===== src/rtl/capcmp_pkg.sv =====
package capcmp_pkg;

    localparam int CNT_W   = 16;
    localparam int BYTE_W  = 8;
    localparam int CH_BASE = 8;

    localparam int A_CNTH  = 0;
    localparam int A_CNTL  = 1;
    localparam int A_CTRL  = 2;
    localparam int A_MODE  = 3;
    localparam int A_EDGE  = 4;
    localparam int A_ACT   = 5;
    localparam int A_CHFLG = 6;
    localparam int A_OVFLG = 7;

    typedef enum logic [1:0] {
        EDGE_OFF  = 2'd0,
        EDGE_RISE = 2'd1,
        EDGE_FALL = 2'd2,
        EDGE_ANY  = 2'd3
    } edge_e;

    typedef enum logic [1:0] {
        ACT_NONE   = 2'd0,
        ACT_TOGGLE = 2'd1,
        ACT_CLEAR  = 2'd2,
        ACT_SET    = 2'd3
    } act_e;

    typedef struct packed {
        logic  cmp;
        edge_e edge_sel;
        act_e  act;
    } ch_cfg_t;

    function automatic logic edge_hit(edge_e sel, logic prev, logic cur);
        case (sel)
            EDGE_RISE: return !prev && cur;
            EDGE_FALL: return prev && !cur;
            EDGE_ANY:  return prev != cur;
            default:   return 1'b0;
        endcase
    endfunction

    function automatic logic act_apply(act_e act, logic pin);
        case (act)
            ACT_TOGGLE: return !pin;
            ACT_CLEAR:  return 1'b0;
            ACT_SET:    return 1'b1;
            default:    return pin;
        endcase
    endfunction

endpackage


===== src/rtl/capcmp_counter.sv =====
module capcmp_counter
    import capcmp_pkg::*;
#(
    parameter int CW = CNT_W
) (
    input  logic              clk,
    input  logic              rst,
    input  logic              buf_we,
    input  logic              load_we,
    input  logic              hi_rd,
    input  logic [BYTE_W-1:0] wdata,
    output logic [CW-1:0]     cnt,
    output logic [BYTE_W-1:0] hold,
    output logic              wrap
);

    localparam logic [CW-1:0] CNT_MAX = '1;

    logic [CW-BYTE_W-1:0] wbuf_q;

    assign wrap = (cnt == CNT_MAX) && !load_we;

    always_ff @(posedge clk) begin
        if (rst) begin
            cnt    <= '0;
            wbuf_q <= '0;
            hold   <= '0;
        end else begin
            if (buf_we)
                wbuf_q <= wdata[CW-BYTE_W-1:0];
            if (load_we)
                cnt <= {wbuf_q, wdata};
            else
                cnt <= cnt + 1'b1;
            if (hi_rd)
                hold <= cnt[BYTE_W-1:0];
        end
    end

endmodule


===== src/rtl/capcmp_channel.sv =====
module capcmp_channel
    import capcmp_pkg::*;
#(
    parameter int CW = CNT_W
) (
    input  logic              clk,
    input  logic              rst,
    input  logic [CW-1:0]     cnt,
    input  ch_cfg_t           cfg,
    input  logic              pin_in,
    input  logic              wr_hi,
    input  logic              wr_lo,
    input  logic [BYTE_W-1:0] wdata,
    output logic [CW-1:0]     value,
    output logic              evt,
    output logic              pin_out
);

    logic prev_q;
    logic cap_hit;
    logic cmp_hit;

    assign cap_hit = !cfg.cmp && edge_hit(cfg.edge_sel, prev_q, pin_in);
    assign cmp_hit = cfg.cmp && (cnt == value);
    assign evt     = cap_hit || cmp_hit;

    always_ff @(posedge clk) begin
        if (rst) begin
            prev_q  <= 1'b0;
            value   <= '0;
            pin_out <= 1'b0;
        end else begin
            prev_q <= pin_in;
            if (cap_hit) begin
                value <= cnt;
            end else begin
                if (wr_hi)
                    value[CW-1:BYTE_W] <= wdata[CW-BYTE_W-1:0];
                if (wr_lo)
                    value[BYTE_W-1:0] <= wdata;
            end
            if (cmp_hit)
                pin_out <= act_apply(cfg.act, pin_out);
        end
    end

endmodule


===== src/rtl/capcmp_timer.sv =====
module capcmp_timer
    import capcmp_pkg::*;
#(
    parameter int NCH = 4,
    parameter int AW  = 4
) (
    input  logic              clk,
    input  logic              rst,
    input  logic [AW-1:0]     addr,
    input  logic [7:0]        wdata,
    input  logic              wr_en,
    input  logic              rd_en,
    output logic [7:0]        rdata,
    input  logic [NCH-1:0]    cap_in,
    output logic [NCH-1:0]    cmp_out,
    output logic              irq
);

    localparam int CW = CNT_W;

    logic [CW-1:0]     cnt;
    logic [BYTE_W-1:0] cnt_hold;
    logic              ovf_evt;
    logic              cnt_load;
    logic              cnt_acc;

    logic              fast_en;
    logic              ovf_ie;
    logic              ovf_flag;
    logic [NCH-1:0]    mode;
    logic [NCH-1:0]    ch_ie;
    logic [NCH-1:0]    ch_flag;
    logic [NCH-1:0]    ch_evt;
    edge_e             edge_q [NCH];
    act_e              act_q  [NCH];
    logic [CW-1:0]     ch_val [NCH];

    function automatic logic hit(logic [AW-1:0] a, int n);
        return a == AW'(n);
    endfunction

    assign cnt_load = wr_en && hit(addr, A_CNTL);
    assign cnt_acc  = (wr_en || rd_en) && (hit(addr, A_CNTH) || hit(addr, A_CNTL));

    capcmp_counter #(.CW(CW)) u_cnt (
        .clk     (clk),
        .rst     (rst),
        .buf_we  (wr_en && hit(addr, A_CNTH)),
        .load_we (cnt_load),
        .hi_rd   (rd_en && hit(addr, A_CNTH)),
        .wdata   (wdata),
        .cnt     (cnt),
        .hold    (cnt_hold),
        .wrap    (ovf_evt)
    );

    for (genvar g = 0; g < NCH; g++) begin : g_ch
        ch_cfg_t cfg;
        assign cfg.cmp      = mode[g];
        assign cfg.edge_sel = edge_q[g];
        assign cfg.act      = act_q[g];

        capcmp_channel #(.CW(CW)) u_ch (
            .clk     (clk),
            .rst     (rst),
            .cnt     (cnt),
            .cfg     (cfg),
            .pin_in  (cap_in[g]),
            .wr_hi   (wr_en && hit(addr, CH_BASE + 2*g)),
            .wr_lo   (wr_en && hit(addr, CH_BASE + 2*g + 1)),
            .wdata   (wdata),
            .value   (ch_val[g]),
            .evt     (ch_evt[g]),
            .pin_out (cmp_out[g])
        );
    end

    // configuration registers
    always_ff @(posedge clk) begin
        if (rst) begin
            fast_en <= 1'b0;
            ovf_ie  <= 1'b0;
            mode    <= '0;
            ch_ie   <= '0;
            for (int i = 0; i < NCH; i++) begin
                edge_q[i] <= EDGE_OFF;
                act_q[i]  <= ACT_NONE;
            end
        end else if (wr_en) begin
            if (hit(addr, A_CTRL)) begin
                fast_en <= wdata[0];
                ovf_ie  <= wdata[1];
            end
            if (hit(addr, A_MODE)) begin
                mode  <= wdata[NCH-1:0];
                ch_ie <= wdata[4 +: NCH];
            end
            for (int i = 0; i < NCH; i++) begin
                if (hit(addr, A_EDGE))
                    edge_q[i] <= edge_e'(wdata[2*i +: 2]);
                if (hit(addr, A_ACT))
                    act_q[i] <= act_e'(wdata[2*i +: 2]);
            end
        end
    end

    // flags: a set event wins over a clear on the same edge
    logic [NCH-1:0] ch_clr;
    logic           ovf_clr;

    assign ch_clr  = (wr_en && hit(addr, A_CHFLG)) ? wdata[NCH-1:0] : '0;
    assign ovf_clr = (wr_en && hit(addr, A_OVFLG) && wdata[7]) || (fast_en && cnt_acc);

    always_ff @(posedge clk) begin
        if (rst) begin
            ch_flag  <= '0;
            ovf_flag <= 1'b0;
        end else begin
            ch_flag  <= (ch_flag & ~ch_clr) | ch_evt;
            ovf_flag <= (ovf_flag && !ovf_clr) || ovf_evt;
        end
    end

    assign irq = (ovf_flag && ovf_ie) || |(ch_flag & ch_ie);

    // read mux
    always_comb begin
        rdata = '0;
        if (rd_en) begin
            if (hit(addr, A_CNTH)) rdata = cnt[CW-1:BYTE_W];
            if (hit(addr, A_CNTL)) rdata = cnt_hold;
            if (hit(addr, A_CTRL)) rdata = {6'b0, ovf_ie, fast_en};
            if (hit(addr, A_MODE)) begin
                rdata[NCH-1:0]  = mode;
                rdata[4 +: NCH] = ch_ie;
            end
            if (hit(addr, A_CHFLG)) rdata[NCH-1:0] = ch_flag;
            if (hit(addr, A_OVFLG)) rdata[7] = ovf_flag;
            for (int i = 0; i < NCH; i++) begin
                if (hit(addr, A_EDGE)) rdata[2*i +: 2] = edge_q[i];
                if (hit(addr, A_ACT))  rdata[2*i +: 2] = act_q[i];
                if (hit(addr, CH_BASE + 2*i))     rdata = ch_val[i][CW-1:BYTE_W];
                if (hit(addr, CH_BASE + 2*i + 1)) rdata = ch_val[i][BYTE_W-1:0];
            end
        end
    end

endmodule


===== config.mk =====
export PLATFORM = sky130hd
export DESIGN_NAME = capcmp_timer
export DESIGN_NICKNAME = d
export VERILOG_FILES = /design/src/rtl/capcmp_pkg.sv /design/src/rtl/capcmp_counter.sv /design/src/rtl/capcmp_channel.sv /design/src/rtl/capcmp_timer.sv
export SDC_FILE = /design/constraint.sdc
export NUM_CORES = 1
export LEC_CHECK = 0
export BUFFER_PORTS_ARGS = -buffer_cell sky130_fd_sc_hd__buf_2
export CORE_MARGIN = 2
export CORE_UTILIZATION = 57
export CTS_BUF_LIST = sky130_fd_sc_hd__clkbuf_8 sky130_fd_sc_hd__clkbuf_16
export DETAILED_ROUTE_END_ITERATION = 16
export GPL_TIMING_DRIVEN = 0
export PLACE_DENSITY = 0.77
export SYNTH_ARGS = -nofsm -noshare
export SYNTH_HDL_FRONTEND = slang
export SYNTH_HIERARCHICAL = 1
export SYNTH_SLANG_ARGS = --single-unit

===== constraint.sdc =====
create_clock -name clk -period 1.9 [get_ports clk]
set_input_delay 0.285 -clock clk [delete_from_list [all_inputs] [get_ports clk]]
set_output_delay 0.285 -clock clk [all_outputs]
set_load 0.005 [all_outputs]

== Yosys cells after proc, flatten, opt, wreduce, memory -nomap -nowiden ==
Memories as Yosys holds them, arrays and structs flattened.
Cells that the tools add are included.
Widths: inputs -> output; s select.
Word-level totals
  input port bits: 20
  output and inout port bits: 13
  word-level logic and storage cells: 235
  memories: 2
  memory bits (writable): 16
  bits in registers: 119
Memory list
  act_q: words 4, bits a word 2, rd ports 4, clocked after memory_dff 0, wr ports 4, line capcmp_timer.sv:35  | act_e act_q [NCH];
  edge_q: words 4, bits a word 2, rd ports 4, clocked after memory_dff 0, wr ports 4, line capcmp_timer.sv:34  | edge_e edge_q [NCH];
Cells by class
  reduce and logical (&&, ||, !) cells: 82
  muxes and demuxes: 65
  bitwise gates (word level): 12
  equal/unequal tests: 48
  $add $sub $neg: 1
Operators with widths (count)
  $mux 8: 22
  $mux 16: 5
  $eq 16x16->1: 4
  $logic_and 1x1->1: 35
  $eq 2x2->1 const B: 16
  $eq 4x4->1 const B: 8
  $mux 2: 16
  $pmux 1 s3: 8
  $logic_not 1->1: 18
  $add 16x1->16 const B: 1
  $eq 16x16->1 const B: 1
  $eq 2x1->1 const B: 8
  $eq 4x3->1 const B: 4
  $reduce_bool 2->1: 8
  $mux 4: 3
  $reduce_and 2->1: 6
  $reduce_bool 3->1: 4
  $mux 1: 11
  $logic_or 1x1->1: 9
  $and 4x4->4: 2
  $eq 4x2->1 const B: 2
  $or 1x1->1: 8
  $eq 4x1->1 const B: 1
  $logic_not 4->1: 1
  other kinds (4): 7

== Logic depth before layout (Yosys ltp) ==
Gate-level depths: netlist of the first run.
  depth in word-level cells: 25
  depth in mapped cells: 10
  depth with buffers taken out: 8

== Hierarchy ==
Netlist of the first run, hierarchy kept.
Modules (own cells, without submodules)
  capcmp_channel: sequential area each 360.3 µm², area each 1024.7 µm², cells each 113, times used 4
  capcmp_timer: sequential area each 780.7 µm², area each 2585.0 µm², cells each 331, times used 1
  capcmp_counter: sequential area each 640.6 µm², area each 1396.3 µm², cells each 150, times used 1

== Worst setup path before layout of the first run ==
No wires, ideal clock.
  kind: input to register
  start point: input addr[0]
  end point: register ovf_flag
  stages: 10
  buffers on the path: 4
  setup slack: -0.071 ns
  arrival: 1.847 ns
  setup time: 0.124 ns
  required time: 1.776 ns
  path through: buf_2 buf_2 nand2b_1 nor2_1 clkbuf_1 clkinv_1 clkbuf_1 and4_1 a21oi_1 nor2_1
On the way
  elaborated cells between the ends (all ways): 15
  classes of those cells: 2 x eq/ne; 13 x reduce/logical
RTL lines
  from (decl): line capcmp_timer.sv:9  | input logic [AW-1:0] addr,
  $eq 4x1->1: line capcmp_timer.sv:39  | return a == AW'(n);
  $logic_and 1x1->1: line capcmp_timer.sv:42  | assign cnt_load = wr_en && hit(addr, A_CNTL);
  net cnt_load: line capcmp_timer.sv:24  | logic cnt_load;
  $logic_not 1->1: line capcmp_counter.sv:21  | assign wrap = (cnt == CNT_MAX) && !load_we;
  $logic_and 1x1->1: line capcmp_counter.sv:21
  net ovf_evt: line capcmp_timer.sv:23  | logic ovf_evt;
  $logic_or 1x1->1: line capcmp_timer.sv:120  | ovf_flag <= (ovf_flag && !ovf_clr) || ovf_evt;
  to (signal assigned): line capcmp_timer.sv:120
  to (decl): line capcmp_timer.sv:29  | logic ovf_flag;
The timed path passes the listed nets, and every way through them passes these cells.
A chain may end at the register's enable or synchronous reset.

== Worst setup path in the final report of the first run ==
  start point: register u_cnt.hold[4]
  end point: output rdata[4]
On the way
  cells in the longest elaborated chain, start to end: 15
Ends and longest elaborated chain
  from (decl): line capcmp_counter.sv:13  | output logic [BYTE_W-1:0] hold,
  from (signal assigned): line capcmp_counter.sv:36  | hold <= cnt[BYTE_W-1:0];
  $mux 8: line capcmp_timer.sv:131  | if (hit(addr, A_CNTL)) rdata = cnt_hold;
  $mux 8: line capcmp_timer.sv:132  | if (hit(addr, A_CTRL)) rdata = {6'b0, ovf_ie, fast_en};
  $mux 8: line capcmp_timer.sv:133  | if (hit(addr, A_MODE)) begin
  $mux 8: line capcmp_timer.sv:129  | if (rd_en) begin
  $mux 8: line capcmp_timer.sv:142  | if (hit(addr, CH_BASE + 2*i)) rdata = ch_val[i][CW-1:BYTE_W];
  $mux 8: line capcmp_timer.sv:143  | if (hit(addr, CH_BASE + 2*i + 1)) rdata = ch_val[i][BYTE_W-1:0];
  $mux 8: line capcmp_timer.sv:142
  $mux 8: line capcmp_timer.sv:143
  $mux 2: line capcmp_timer.sv:140  | if (hit(addr, A_EDGE)) rdata[2*i +: 2] = edge_q[i];
  $mux 2: line capcmp_timer.sv:141  | if (hit(addr, A_ACT)) rdata[2*i +: 2] = act_q[i];
  $mux 8: line capcmp_timer.sv:142
  $mux 8: line capcmp_timer.sv:143
  $mux 8: line capcmp_timer.sv:142
  $mux 8: line capcmp_timer.sv:143
  $mux 8: line capcmp_timer.sv:129
  to (decl): line capcmp_timer.sv:13  | output logic [7:0] rdata,
No other way between the ends. The select of a mux whose other input is x is not followed.

==> impl_results.md, run 1 <==
* Status: finished, violations left
* Failing checks: negative setup slack
* Clock buffer depth at 2
* Clk pwr share at 0.407
* DR pass1 iterations at 6
* Post-synth EDFFs at 16
* Share of layout cells above drive strength 1 at 0.2414
* Critical path buffers and inverters at 1
* Combinational power share at 0.179
* WL/cell at 27.50 um
* Synthesized flop and latch total at 135
* Internal at 5.536 mW
* Rel. slew slack at 0.3476
* Sw Share at 0.3108
* Clk root buf: clkbuf_16
* Place WS at -1.132 ns
* Area contributors post-synth: dfxtp_1 (29%), mux2i_1 (12%), a211oi_1 (7.0%), nor2_1 (6.9%), edfxtp_1 (5.9%)
* Unrepaired setup endpoints after global routing: true
* GR Util All Layers at 0.4367
* Post-synth ARST share at 0
* Clk_skew at 0.007497 ns
* Seq/Total Area, Yosys at 0.3543
* Synth Warn # at 6
* Worst Path Max Fanout at 2
* Biggest area consumer among synthesized cells: dfxtp_1
* Initial DRC count at 1413
* Post-synth top flop: dfxtp_1
* Final WS setup at -0.4839 ns
* Sequential power share at 0.414
* Worst Path Required at 1.62 ns
* Fin nets at 1039
* DP HPWL at 22030 um
* Row Count at 43
* Final max-slew violation count at 0
* Synthesized net count at 962
* Number of primary I/O pins at 33
* Critical path, cell by cell: a22o_1 -> a221o_1 -> a222oi_1 -> o22ai_1 -> buf_2
* Hold Path Class: in -> reg
* Period utilization at 1.255
* Routed WL at 33110 um
* H-tree levels at 4
* Final total power at 8.032 mW
* Maximum VDD drop at 0.0006289 V
* TritonCTS clock tree: yes
* Hold_buf cts at 0
* Type of the worst setup path: reg -> out
* Synth cell types at 66
* Syn Area/Cell at 8.661 um2
* Grt total ovfl at 0
* Die ar. at 15140 um2
* Die Ht at 123.1 um
* Chip Width at 123.1 um
* Num CTS Buffers at 17
* Worst setup SP type: flip-flop
* Area Overhead vs Synth at 21.80%
* Fill count at 1107
* Hold EP: g_ch[0].u_ch/prev_q
* Final setup vio count at 8
* DRC violation count after routing at 0
* Reg2Reg Depth at 7
* Clk sinks at 135
* Sequential cell area at 2943 um2
* Synth top area share at 0.2948
* LEAKAGE at 3.866 nW
* Pwr per Cell Area at 816.1 nW/um2
* Switching power at 2.496 mW
* Worst path top cell family by delay: compound AO/OA/AOI/OAI gates
* Setup TNS Final at -1.993 ns
* Final hold vios at 0
* Worst Min Path Start: cap_in[0]
* Largest net degree at the start of global routing at 17
* Gpl congestion at 1.054
* Initial antenna violation count at 0
* Skew-Pair Late Insertion Delay at 0.43 ns
* Reg2reg setup slack at 0.02 ns
* Clock transition at the registers of the reported paths at 0.06 ns
* CP endpoint kind: output port
* Placed Cells at 1143
* Port-buffer cells at 30
* Crit path largest cell delay at 0.48 ns
* CP max-delay cell: a222oi_1
* Cell area after synthesis at 8080 um2
* First-pass GRT wire length at 47490 um
* Initial Util at 0.5821
* Critical R2R Launch: u_cnt/cnt[5]
* Multi-input gate area at 5169 um2
* Worst Hold Path Cells at 3
* Fin crit period at 2.384 ns
* Fin cells at 1204
* Post-synthesis instance total at 933
* Max Clk Rate at 419.5 MHz
* Maxcap violations at 0
* Placeable Area at 13880 um2
* Via count at 8208
* RR Endpoint: ch_flag[3]
* Vias in the first global route at 7753
* Routed vias/inst at 6.817
* Final ANT Viol Nets at 0
* Worst EP arrival at 2.10 ns
* Tightest Pin Transition at 0.9767 ns
-- power by group through the flow --
stage,registers (mW),clock network [mW],logic [mW]
2_1_floorplan,3.27,0,0.801
3_3_place_gp,3.38,0,1.15
3_5_place_dp,3.38,0,1.16
4_1_cts,3.31,3.26,1.30
5_1_grt,3.33,3.38,1.50
6_report,3.33,3.27,1.44
-- routing by layer --
metal | up-vias | part of all wire | track usage
met5 | - | 0 | 0
li1 | 3518 | - | -
met2 | 646 | 0.43 | 0.6461
met1 | 3916 | 0.39 | 0.5821
met4 | 0 | 0.041 | 0.2102
met3 | 128 | 0.13 | 0.1305
-- timing repair --
action                     4_1_cts  5_1_grt
gates resized for setup        130       83
setup buffers                   22        6
setup endpoints to repair      119       94
pin swaps                       28       22
hold endpoints to repair         0        0
-- state kept, by name (all words and copies together), names as in the netlist --
register	cells
g_ch.u_ch/value	64
u_cnt/cnt	16
act_q	8
edge_q	8
u_cnt/hold	8
u_cnt/wbuf_q	8
ch_flag	4
ch_ie	4
g_ch.u_ch/pin_out	4
g_ch.u_ch/prev_q	4
mode	4
fast_en	1
ovf_flag	1
ovf_ie	1
-- placed cells by master, fill, tap and decap left out, drive strengths merged, types with 8 or more instances in the layout --
cell type  count
nor2         150
dfxtp        119
mux2i        100
buf           85
a211oi        76
clkbuf        55
xor2          51
nand2         45
a21oi         33
xnor2         26
o21ai         26
inv           22
nand3         21
nor2b         21
and2          18
edfxtp        16
nor4          16
nor3          11
ha             9
mux2           8
-- stage by stage --
step / hold slack [ns] / util / cell area [um2]
floorplan: 0.3496 / - / 8083
global route: 0.1362 / 0.7089 / 9839
global placement: 0.4728 / 0.6093 / 8458
CTS: 0.1039 / 0.6884 / 9555
detailed placement: 0.4871 / 0.6093 / 8458
finish: 0.1025 / 0.7090 / 9842
-- area by class of cell --
| class | count | share of cell area |
|---|---|---|
| buffer | 61 | 0.04297 |
| tap | 180 | 0.02288 |
| inverter | 21 | 0.009280 |
| antenna | 1 | 0.0002543 |
| clock buffer | 21 | 0.05111 |
| sequential | 135 | 0.2990 |
| clock inverter | 11 | 0.008391 |
| multi-input combinational | 716 | 0.5252 |
| timing repair buffer | 58 | 0.04094 |
-- worst register-to-register path: stages (launching register included) --
cell and delay (ns):
dfxtp_4 0.49, xor2_1 0.12, nor4_1 0.36, nand2_1 0.14
or3_1 0.39, nand2_1 0.17, a21oi_1 0.07, nor2_1 0.08
-- logic make-up after synthesis --
group / count (synthesis) / share of synthesized area
buffers and inverters: 82 / 0.04227
xor gates and xnor gates: 77 / 0.08346
muxes: 109 / 0.1378
and+or+nand+nor: 317 / 0.1909
DFF: 135 / 0.3543
adders and majority gates: 9 / 0.01394
AOI/OAI and AO/OA: 204 / 0.1773
-- worst max-delay path by stage --
stage          cells past startpoint               endpoint  slack (ns)                   start
6_report                           5               rdata[4]       -0.48           u_cnt/hold[4]
5_1_grt                            5               rdata[5]       -0.48           u_cnt/hold[5]
4_1_cts                            6               rdata[4]       -0.41  g_ch[0].u_ch/value[12]
3_5_place_dp                       5            act_q[0][1]       -1.13                 addr[0]
3_3_place_gp                       9               rdata[3]       -1.25                 addr[0]
2_1_floorplan                      8  g_ch[3].u_ch/value[0]        0.03                 addr[3]
-- cells in the mapped netlist (9+ instances only) --
library cell	count
a211oi_1	75
nor2b_1	21
xor2_1	51
mux2i_1	100
nor3_1	10
o21ai_0	26
buf_2	24
and2_1	17
nor4_1	13
dfxtp_1	119
nand3_1	19
a21oi_1	33
edfxtp_1	16
nand2_1	45
nor2_1	149
clkbuf_1	29
inv_1	19
xnor2_1	26
ha_1	9
Note: power is estimated with default switching activity, not from simulation.
==> run 2, diff against run 1 <==
--- a/config.mk
+++ b/config.mk
@@ -6,6 +6,7 @@
 export NUM_CORES = 1
 export LEC_CHECK = 0
 export BUFFER_PORTS_ARGS = -buffer_cell sky130_fd_sc_hd__buf_2
+export CORE_ASPECT_RATIO = 1.2
 export CORE_MARGIN = 2
 export CORE_UTILIZATION = 57
 export CTS_BUF_LIST = sky130_fd_sc_hd__clkbuf_8 sky130_fd_sc_hd__clkbuf_16
==> impl_results.md, run 2 (same netlist as run 1, synthesis figures left out) <==
* Maxcap violations at 0 (unchanged)
* Die ar. at 15150 um2 (about the same)
* Critical R2R Launch: u_cnt/cnt[9]
* Initial Util at 0.5847 (+0.002583)
* Number of primary I/O pins at 33 (unchanged)
* DRC violation count after routing at 0 (unchanged)
* First-pass GRT wire length at 46420 um (-2.3%)
* Most common cell after layout, fill and taps aside: nor2_1
* Final setup vio count at 10 (+2)
* DR pass1 iterations at 9 (+3)
* Critical path buffers and inverters at 1 (unchanged)
* CP endpoint kind: output port
* Initial DRC count at 1085 (-23%)
* Clk_skew at 0.006160 ns (-0.001337 ns)
* Worst Path Required at 1.62 ns (about the same)
* Grt total ovfl at 0 (unchanged)
* Worst setup SP type: flip-flop
* Period utilization at 1.226 (-0.02883)
* GR Util All Layers at 0.4102 (-0.02650)
* Rel. slew slack at 0.3377 (-0.009816)
* DP HPWL at 20710 um (-6.0%)
* Routed vias/inst at 6.895 (+1.1%)
* Unrepaired setup endpoints after global routing: true
* Skew-Pair Late Insertion Delay at 0.43 ns (about the same)
* Gpl congestion at 1.025 (-2.7%)
* Fill count at 1076 (-2.8%)
* LEAKAGE at 3.857 nW (-0.23%)
* Tightest Pin Transition at 0.9913 ns (+0.01469 ns)
* Clock buffer depth at 2 (unchanged)
* Placed Cells at 1134 (-0.79%)
* Biggest regs: g_ch.u_ch/value: 64 flops, u_cnt/cnt: 16 flops
* Largest net degree at the start of global routing at 17 (unchanged)
* Worst path top cell family by delay: compound AO/OA/AOI/OAI gates
* Initial antenna violation count at 0 (unchanged)
* Fin cells at 1192 (-1.0%)
* Die Ht at 134.4 um (+9.2%)
* Sequential power share at 0.423 (+0.009)
* Worst Path Max Fanout at 2 (unchanged)
* Hold Path Class: in -> reg
* Internal at 5.403 mW (-2.4%)
* Combinational power share at 0.183 (+0.004)
* Final WS setup at -0.4291 ns (+0.05479 ns)
* Chip Width at 112.7 um (-8.4%)
* TritonCTS clock tree: yes
* Hold_buf cts at 0 (unchanged)
* Critical Path Start: u_cnt/cnt[11]
* Hold WS at 0.1201 ns (+0.01754 ns)
* Via count at 8219 (+0.13%)
* Placeable Area at 13820 um2 (-0.44%)
* Vias in the first global route at 7689 (-0.83%)
* Clk pwr share at 0.394 (-0.013)
* Crit path largest cell delay at 0.42 ns (-0.06 ns)
* Max FFs per register at 64 (unchanged)
* H-tree levels at 4 (unchanged)
* Num CTS Buffers at 17 (unchanged)
* Port-buffer cells at 30 (unchanged)
* Area Overhead vs Synth at 20.86%
* Biggest register: g_ch.u_ch/value
* Fin crit period at 2.329 ns (-0.05478 ns)
* Critical path, cell by cell: mux2_4 -> o21ai_1 -> a222oi_1 -> a2111oi_4 -> o22ai_2 -> buf_2
* Pwr per Cell Area at 801.4 nW/um2 (-1.8%)
* Fin nets at 1037 (-0.19%)
* Final hold vios at 0 (unchanged)
* Final total power at 7.826 mW (-2.6%)
* Clk root buf: clkbuf_16
* Final ANT Viol Nets at 0 (unchanged)
* Type of the worst setup path: reg -> out
* Sw Share at 0.3096 (-0.001146)
* Most frequent cells in the layout: nor2_1 (145), mux2i_1 (97), dfxtp_1 (87)
* CP max-delay cell: a2111oi_4
* Routed WL at 31710 um (-4.2%)
* # diodes at 0 (-1)
* Core Util, Final at 0.7067 (-0.002377)
* Share of layout cells above drive strength 1 at 0.2311 (-0.01030)
* Worst Min Path Start: cap_in[0]
* Max Clk Rate at 429.4 MHz (+2.4%)
* Failing checks: negative setup slack
* Clock transition at the registers of the reported paths at 0.06 ns (about the same)
* Status: finished, violations left
* Worst EP arrival at 2.04 ns (-0.06 ns)
* Clk sinks at 135 (unchanged)
* Maximum VDD drop at 0.0005590 V (-11%)
* Final max-slew violation count at 0 (unchanged)
* Row Count at 47 (+9.3%)
* Switching power at 2.423 mW (-2.9%)
* WL/cell at 26.60 um (-3.3%)
[run 2: cell count changes in the layout (fill, tap and decap cells not counted), sizes merged]
| cell | before | now |
|---|---|---|
| bufinv | 0 | 1 |
| clkinvlp | 3 | 4 |
| buf | 85 | 83 |
| diode | 1 | 0 |
| clkinv | 7 | 9 |
| clkbuf | 55 | 51 |
[run 2: cell type report]
cell class                      instances  area (um2)  share of cell area
Multi-Input combinational cell        716        5184              0.5308
Sequential cell                       135        2938              0.3008
Clock buffer                           17       425.4             0.04356
Buffer                                 61       409.1             0.04190
Timing Repair Buffer                   56       396.6             0.04061
Tap cell                              171       214.0             0.02191
Clock inverter                         15       115.1             0.01179
Inverter                               21       83.83            0.008584
[run 2: worst paths after layout]
| kind | end | slack [ns] | cells after the start |
|---|---|---|---|
| hold / removal | g_ch[0].u_ch/prev_q | 0.12 | 3 |
| setup / recovery | rdata[3] | -0.43 | 6 |
| hold reg to reg | u_cnt/cnt[9] | 0.49 | 2 |
| setup reg to reg | ch_flag[0] | -0.07 | 8 |
[run 2: worst min-delay path: stages]
cell    delay, ns
buf_2        0.09
inv_1        0.05
nor2_1       0.09
[run 2: through the flow]
step                TNS, ns  area (um2)  setup slack (ns)
finish               -2.067        9766           -0.4291
global route         -2.301        9766           -0.4232
CTS                  -1.844        9351           -0.3504
detailed placement   -69.50        8447           -0.8886
global placement     -70.53        8447           -0.9133
floorplan                 0        8083           0.03309
[run 2: metal layers]
layer	vias to the layer above	part of all wire	routed length [um]	track usage
met1	3908	0.38	11970	0.5397
met4	0	0.056	1766	0.2066
li1	3537	-	-	-
met2	638	0.44	13990	0.6264
met3	136	0.13	3983	0.1030
met5	-	0	0	0
[run 2: repair_timing]
action	CTS	global route
cloned	0	1
setup buffers	13	12
pin swaps	22	24
endpoints found under the setup margin	104	58
resized for setup	105	90
[run 2: power groups by stage]
stage	Sequential (mW)	Combinational (mW)	Clock, mW
floorplan	3.27	0.801	0
global placement	3.38	1.13	0
detailed placement	3.38	1.14	0
CTS	3.31	1.25	3.07
global route	3.32	1.50	3.19
finish	3.31	1.43	3.08
==> run 3, diff against run 2 <==
--- a/config.mk
+++ b/config.mk
@@ -12,7 +12,7 @@
 export CTS_BUF_LIST = sky130_fd_sc_hd__clkbuf_8 sky130_fd_sc_hd__clkbuf_16
 export DETAILED_ROUTE_END_ITERATION = 16
 export GPL_TIMING_DRIVEN = 0
-export PLACE_DENSITY = 0.77
+export PLACE_DENSITY_LB_ADDON = 0.25
 export SYNTH_ARGS = -nofsm -noshare
 export SYNTH_HDL_FRONTEND = slang
 export SYNTH_HIERARCHICAL = 1
==> impl_results.md, run 3 (same netlist as run 1, synthesis figures left out) <==
* Crit path largest cell delay at 0.50 ns (+0.08 ns)
* Clk root buf: clkbuf_16
* Rel. slew slack at 0.3938 (+0.05605)
* Clock transition at the registers of the reported paths at 0.06 ns (about the same)
* Unrepaired setup endpoints after global routing: true
* Vias in the first global route at 7642 (-0.61%)
* Final max-slew violation count at 0 (unchanged)
* Grt total ovfl at 0 (unchanged)
* Routed WL at 30530 um (-3.7%)
* Final ANT Viol Nets at 0 (unchanged)
* Final setup vio count at 11 (+1)
* Chip Width at 112.7 um (unchanged)
* Fin crit period at 2.365 ns (+0.03612 ns)
* Hold_buf cts at 0 (unchanged)
* Fin nets at 1028 (-0.87%)
* Status: finished, violations left
* CP max-delay cell: a222oi_1
* H-tree levels at 4 (unchanged)
* Port-buffer cells at 30 (unchanged)
* Failing checks: negative setup slack
* Setup TNS Final at -2.270 ns (-0.2031 ns)
* Initial Util at 0.5847 (unchanged)
* Biggest register: g_ch.u_ch/value
* Worst setup SP type: flip-flop
* Clk_skew at 0.006740 ns (+0.0005799 ns)
* Initial DRC count at 936 (-14%)
* Die ar. at 15150 um2 (unchanged)
* Final total power at 8.011 mW (+2.4%)
* Share of layout cells above drive strength 1 at 0.2125 (-0.01870)
* DR pass1 iterations at 6 (-3)
* Biggest regs: g_ch.u_ch/value: 64 flops, u_cnt/cnt: 16 flops
* CP endpoint kind: output port
* Worst EP arrival at 2.08 ns (+0.04 ns)
* Fill count at 1110 (+3.2%)
* Critical path, cell by cell: a22o_1 -> a221o_1 -> a222oi_1 -> o22ai_1 -> buf_2
* Largest net degree at the start of global routing at 17 (unchanged)
* Routed vias/inst at 6.833 (-0.89%)
* Via count at 8084 (-1.6%)
* GR Util All Layers at 0.4015 (-0.008709)
* DP HPWL at 20240 um (-2.3%)
* Worst path top cell family by delay: compound AO/OA/AOI/OAI gates
* Gpl congestion at 1.064 (+3.8%)
* LEAKAGE at 3.794 nW (-1.6%)
* Tightest Pin Transition at 0.9060 ns (-0.08537 ns)
* Die Ht at 134.4 um (unchanged)
* Maximum VDD drop at 0.0006691 V (+20%)
* Most common cell after layout, fill and taps aside: nor2_1
* Hold Path Class: in -> reg
* Placeable Area at 13820 um2 (unchanged)
* Final hold vios at 0 (unchanged)
* Clock buffer depth at 2 (unchanged)
* Pwr per Cell Area at 833.3 nW/um2 (+4.0%)
* Clk sinks at 135 (unchanged)
* Max FFs per register at 64 (unchanged)
* Type of the worst setup path: reg -> out
* Critical path buffers and inverters at 1 (unchanged)
* Initial antenna violation count at 0 (unchanged)
* Number of primary I/O pins at 33 (unchanged)
* # diodes at 0 (unchanged)
* Area Overhead vs Synth at 18.98%
* First-pass GRT wire length at 45880 um (-1.2%)
* Maxcap violations at 0 (unchanged)
* WL/cell at 25.80 um (-3.0%)
* DRC violation count after routing at 0 (unchanged)
* Row Count at 47 (unchanged)
* Max Clk Rate at 422.8 MHz (-1.5%)
* Most frequent cells in the layout: nor2_1 (146), mux2i_1 (99), dfxtp_1 (89)
* Period utilization at 1.245 (+0.01901)
* Num CTS Buffers at 17 (unchanged)
* Reg2reg setup slack at -0.04 ns (+0.03 ns)
* Final WS setup at -0.4652 ns (-0.03612 ns)
* Worst Path Max Fanout at 3 (+1)
* TritonCTS clock tree: yes
* Skew-Pair Late Insertion Delay at 0.43 ns (about the same)
* Worst Path Required at 1.62 ns (about the same)
run 3: path summary, 6_finish.rpt:
check                        from                   to  cells after the start
setup / recovery         ch_ie[0]             rdata[4]                      5
setup reg to reg     u_cnt/cnt[9]           ch_flag[0]                      8
hold / removal          cap_in[1]  g_ch[1].u_ch/prev_q                      3
hold reg to reg   u_cnt/wbuf_q[2]        u_cnt/cnt[10]                      2
run 3: power breakdown:
| group | internal (mW) | total, mW | switching [mW] |
|---|---|---|---|
| Combinational | 0.525 | 1.33 | 0.806 |
| Clock | 2.08 | 3.36 | 1.28 |
| Sequential | 3.06 | 3.32 | 0.263 |
run 3: repair_timing:
action | in CTS | in global routing
buffers inserted | 15 | 3
gates resized for setup | 111 | 52
setup endpoints to repair | 89 | 50
pin swaps | 18 | 22
run 3: stage by stage:
step           hold WS, ns  std cells    util  worst slack (ns)  instance area (um2)
3_5_place_dp        0.4834       1134  0.6112            -1.005                 8447
2_1_floorplan       0.3496        933       -           0.03309                 8083
6_report            0.1146       1183  0.6957           -0.4652                 9614
3_3_place_gp        0.4720       1134  0.6112            -1.025                 8447
5_1_grt             0.1310       1183  0.6957           -0.4807                 9614
4_1_cts             0.1140       1181  0.6827           -0.4187                 9434
run 3: tightest hold or removal path: cells and delay by family:
kind / cells / cell delay (ns)
AND/OR/NAND/NOR: 1 / 0.08
buffers and inverters: 2 / 0.14
run 3: area by class of cell:
cell class	count	area (um2)	area share
buffer	61	390.4	0.04060
inverter	21	80.08	0.008329
timing repair buffer	47	301.5	0.03136
sequential	135	2935	0.3053
clock inverter	14	158.9	0.01653
multi-input combinational	716	5095	0.5299
tap	171	214.0	0.02225
clock buffer	18	439.2	0.04568
run 3: routing by layer:
metal	track usage	wire length [um]	up-vias
met5	0	0	-
met4	0.2080	1483	0
met3	0.08405	3634	120
met2	0.6178	13750	593
met1	0.5320	11660	3860
li1	-	-	3511
